[config.mk]
export PLATFORM = sky130hd
export DESIGN_NAME = pause_rx_throttle
export DESIGN_NICKNAME = d
export VERILOG_FILES = /design/src/rtl/pfr_pkg.sv /design/src/rtl/pfr_frame_track.sv /design/src/rtl/pfr_quanta_counter.sv /design/src/rtl/pfr_hold_gate.sv /design/src/rtl/pause_rx_throttle.sv
export SDC_FILE = /design/constraint.sdc
export NUM_CORES = 1
export LEC_CHECK = 0
export ABC_AREA = 1
export BUFFER_PORTS_ARGS = -buffer_cell sky130_fd_sc_hd__buf_4
export CORE_AREA = 3 3 54 56
export CTS_BUF_LIST = sky130_fd_sc_hd__clkbuf_8
export CTS_CLUSTER_SIZE = 25
export DETAILED_ROUTE_END_ITERATION = 16
export DIE_AREA = 0 0 57 59
export GPL_ROUTABILITY_DRIVEN = 0
export HOLD_SLACK_MARGIN = 0.1
export PLACE_DENSITY = 0.79
export SLEW_MARGIN = 20
export SYNTH_ARGS = -nofsm -noshare
export SYNTH_HDL_FRONTEND = slang
export SYNTH_SLANG_ARGS = --single-unit
export TNS_END_PERCENT = 50
[constraint.sdc]
create_clock -name clk -period 2.03 [get_ports clk]
set_clock_uncertainty 0.1 [all_clocks]
set_input_delay 0.3045 -clock clk [delete_from_list [all_inputs] [get_ports clk]]
set_output_delay 0.3045 -clock clk [all_outputs]
set_load 0.03 [all_outputs]
[src/rtl/pfr_pkg.sv]
package pfr_pkg;

    parameter int QUANTA_W_DEF = 16;

    typedef enum logic {
        FR_IDLE = 1'b0,
        FR_BUSY = 1'b1
    } frame_e;

    typedef struct packed {
        logic hold;
    } hold_st_t;

endpackage

[src/rtl/pfr_frame_track.sv]
module pfr_frame_track
    import pfr_pkg::*;
(
    input  logic clk,
    input  logic rst_n,
    input  logic sof,
    input  logic eof,
    output logic busy_q,
    output logic busy_next
);

    frame_e st_d, st_q;

    always_comb begin
        st_d = st_q;
        if (sof) begin
            st_d = FR_BUSY;
        end
        if (eof) begin
            st_d = FR_IDLE;
        end
    end

    always_ff @(posedge clk) begin
        if (!rst_n) begin
            st_q <= FR_IDLE;
        end else begin
            st_q <= st_d;
        end
    end

    assign busy_q    = (st_q == FR_BUSY);
    assign busy_next = (st_d == FR_BUSY);

endmodule

[src/rtl/pfr_quanta_counter.sv]
module pfr_quanta_counter #(
    parameter int QW = 16
) (
    input  logic          clk,
    input  logic          rst_n,
    input  logic          clear,
    input  logic          load,
    input  logic [QW-1:0] load_val,
    input  logic          tick,
    output logic [QW-1:0] count_q,
    output logic          nz_next
);

    localparam logic [QW-1:0] ZERO = '0;
    localparam logic [QW-1:0] ONE  = {{(QW-1){1'b0}}, 1'b1};

    typedef struct packed {
        logic [QW-1:0] cnt;
    } cnt_st_t;

    cnt_st_t st_d, st_q;

    always_comb begin
        st_d = st_q;
        if (clear) begin
            st_d.cnt = ZERO;
        end else if (load) begin
            st_d.cnt = load_val;
        end else if (tick && (st_q.cnt != ZERO)) begin
            st_d.cnt = st_q.cnt - ONE;
        end
    end

    always_ff @(posedge clk) begin
        if (!rst_n) begin
            st_q <= '0;
        end else begin
            st_q <= st_d;
        end
    end

    assign count_q = st_q.cnt;
    assign nz_next = (st_d.cnt != ZERO);

endmodule

[src/rtl/pfr_hold_gate.sv]
module pfr_hold_gate
    import pfr_pkg::*;
(
    input  logic clk,
    input  logic rst_n,
    input  logic cnt_nz_next,
    input  logic busy_next,
    output logic hold
);

    hold_st_t st_d, st_q;

    always_comb begin
        st_d = st_q;
        // keep an asserted hold, otherwise raise only outside a frame
        st_d.hold = cnt_nz_next && (st_q.hold || !busy_next);
    end

    always_ff @(posedge clk) begin
        if (!rst_n) begin
            st_q <= '0;
        end else begin
            st_q <= st_d;
        end
    end

    assign hold = st_q.hold;

endmodule

[src/rtl/pause_rx_throttle.sv]
module pause_rx_throttle #(
    parameter int QW = pfr_pkg::QUANTA_W_DEF
) (
    input  logic          clk,
    input  logic          rst_n,
    input  logic          pause_valid,
    input  logic [QW-1:0] pause_quanta,
    input  logic          quantum_tick,
    input  logic          tx_sof,
    input  logic          tx_eof,
    input  logic          ignore_pause,
    output logic          tx_hold
);

    logic          busy_q;
    logic          busy_next;
    logic [QW-1:0] count_q;
    logic          cnt_nz_next;
    logic          accept;

    assign accept = pause_valid && !ignore_pause;

    pfr_frame_track u_frame (
        .clk      (clk),
        .rst_n    (rst_n),
        .sof      (tx_sof),
        .eof      (tx_eof),
        .busy_q   (busy_q),
        .busy_next(busy_next)
    );

    pfr_quanta_counter #(.QW(QW)) u_cnt (
        .clk     (clk),
        .rst_n   (rst_n),
        .clear   (ignore_pause),
        .load    (accept),
        .load_val(pause_quanta),
        .tick    (quantum_tick),
        .count_q (count_q),
        .nz_next (cnt_nz_next)
    );

    pfr_hold_gate u_hold (
        .clk        (clk),
        .rst_n      (rst_n),
        .cnt_nz_next(cnt_nz_next),
        .busy_next  (busy_next),
        .hold       (tx_hold)
    );

endmodule

==> metrics.txt <==
status completed; share of cells above drive strength 1 25.6%; DRT Pass-1 Iters 4; post-synth cell types 22; Crit path top cell by count nand2_1; max_slew headroom 64.7%; Internal Pwr Total 784 uW; Area Overhead vs Synth 30.1%; fin cells 327; critical-path cell list nor2_1 > nand2_4 > nor2_4 > nand2_4 > nand2_4 > clkinvlp_4 > nand2_1 > nand2_1 > nand2_1 > nand2_1 > nand2_1 > nor2_1 > nand2_1 > nor2_1 > nor2_1; clk sinks 18; initial antenna violation count 0; average size of a mapped cell 5.31 sq um; dpl cell area 1650 sq um; n_diodes 0; clock-pin slew on the worst setup and hold paths 0.07 ns; pwr/cell area 698 nW/um^2; # DRC 0; syn nets 293; Synth Register Bits 18; Post-synth top cells nand2_1, nor2_1, inv_1; Arrival @ worst endpoint 2.02 ns; via count 1706; maximum capacitance violations 0; Slew @ Worst Pin 0.527 ns; peak supply drop 0.000648 V; met2 Use GR 37.8%; top cells by area, synth nand2_1, dfxtp_1, nor2_1; Fmax 0.519 GHz; CP max FO 8; Synthesis Warnings 0; post-DR wirelength/cell 12.7 um; ys async rst share 0%; biggest cell delay along the critical path 0.34 ns; predominant post-synthesis flop cell dfxtp_1; Final Hold Vio Count 0; met1 usage 33.6%; Longest Clk Path Bufs 2; most numerous cell in the Yosys netlist nand2_1; Vias/cell 5.22; chip width 57 um; # H-tree levels 1; fin crit share 94.8%; cell taking the most area after synthesis nand2_1; minimum clock period 1.93 ns; synthesized cell area 1420 sq um; pre-CTS setup slack 0.0414 ns; port bufs 23; core area 2480 sq um; crit end category register; Final Slew Violations 0; CTS Buf Count 3; first-pass GRT wire length 6.34 mm; worst min path class in2reg; CP max-delay cell dfxtp_1; switching power total 509 uW; Sw Ratio 39.4%; detailed placement HPWL 2.90 mm; CP startpoint kind register; cell row count 18; cell count after synthesis 268; leakage 0.000991 uW; final setup vio count 0; CTS tree yes; CTS root buffer clkbuf_8; GRT Overall Usage 23.9%; Yosys top cell area share 25.6%; Post-synth EDFFs 0; DRT Wirelength 4.15 mm; CP Class reg2reg; clock network power share 22.7%; vias in the first global route 1444; Final Util 74.8%; Nets 323; cell area after layout 1850 sq um; Seq pwr share 31.4%; combinational share of power 45.9%; # IOs 24; gr busiest metal met2; DRT antenna net count 0; Overflow after GRT 0; Filler cells 206; Seq/Total Area, Yosys 25.3%; CP required 2.12 ns; DRT iter0 DRCs 154; Global Route met3 Usage 2.61%; final setup margin 0.105 ns; die area 3360 sq um; overall die height 59 um; Worst-Skew Late Latency 0.25 ns; pin count of the biggest net entering global routing 18; Initial Util 57.5%; dpl cells 320
-- placed cells by master, fill, tap and decap left out --
master      count
ha_4            1
nand3_1        15
nand2_1        87
clkinvlp_4      1
inv_2           2
buf_4          31
clkbuf_8        4
o21ai_2         1
nor2_1         69
o21ai_0         1
nand2_4         3
dfxtp_2         4
nand4_1         6
nor2_2          7
xor2_1          4
nand2_2        11
dfxtp_1        14
nor2_4          6
nor3_1          2
or2_1           1
buf_6           2
o21ai_1         1
clkinv_1        2
inv_1          18
ha_2            1
o31ai_1         1
nor3_2          2
-- worst paths after layout --
check,from,end,slack (ns),depth (start not counted)
hold / removal,tx_eof,u_frame.busy_q,0.12,2
setup reg to reg,u_cnt.count_q[15],u_hold.hold,0.10,15
hold reg to reg,u_frame.busy_q,u_frame.busy_q,0.42,2
setup / recovery,u_cnt.count_q[15],u_hold.hold,0.10,15
-- metrics by stage --
stage | total power, uW | TNS (ns) | hold slack [ns]
after CTS | 1190 | 0 | 0.115
after global placement | 889 | 0 | 0.380
final | 1290 | 0 | 0.117
after global routing | 1390 | -0.0545 | 0.117
after floorplan | 770 | 0 | 0.284
after detailed placement | 895 | 0 | 0.385
-- registers in the layout, indices dropped and copies added (netlist names) --
| register | count |
|---|---|
| u_cnt.count_q | 16 |
| u_frame.busy_q | 1 |
| u_hold.hold | 1 |
-- metal layers --
metal	share of wire, %	vias up
li1	-	886
met1	45	760
met2	48	52
met3	5.3	8
met4	1.3	0
met5	0	-
-- area by class of cell --
type                       instances  area [sq um]  area share, %
tap                               30          37.5           2.03
clock buffer                       4          55.1           2.97
timing repair buffer              33           255           13.8
sequential                        18           365           19.7
inverter                          23          90.1           4.86
multi-input combinational        219          1050           56.7
-- cells by family after synthesis --
family | synth area share, %
buffers and inverters | 9.49
XOR/XNOR | 2.46
AND/OR/NAND/NOR | 59.1
AO/OA/AOI/OAI | 1.85
flip-flops | 25.3
adder cells (fa/ha/maj) | 1.76
-- worst max-delay path, delay by kind of cell (launching register included) --
family	cells	cell delay (ns)
buffers and inverters	1	0.17
flip-flops	1	0.34
AND/OR/NAND/NOR	14	1.24
-- repair_timing --
action | in CTS | in global routing
endpoints found under the setup margin | 0 | 1
buffers inserted | 0 | 1
resized for setup | 0 | 44
hold buffers | 0 | 0
-- power by group through the flow --
| stage | clock [uW] | sequential (uW) | combinational (uW) |
|---|---|---|---|
| floorplan | 0 | 405 | 364 |
| global placement | 0 | 406 | 483 |
| detailed placement | 0 | 406 | 489 |
| CTS | 300 | 399 | 493 |
| global route | 310 | 408 | 667 |
| finish | 293 | 406 | 594 |
No activity file was read; power rests on OpenSTA's default activity.
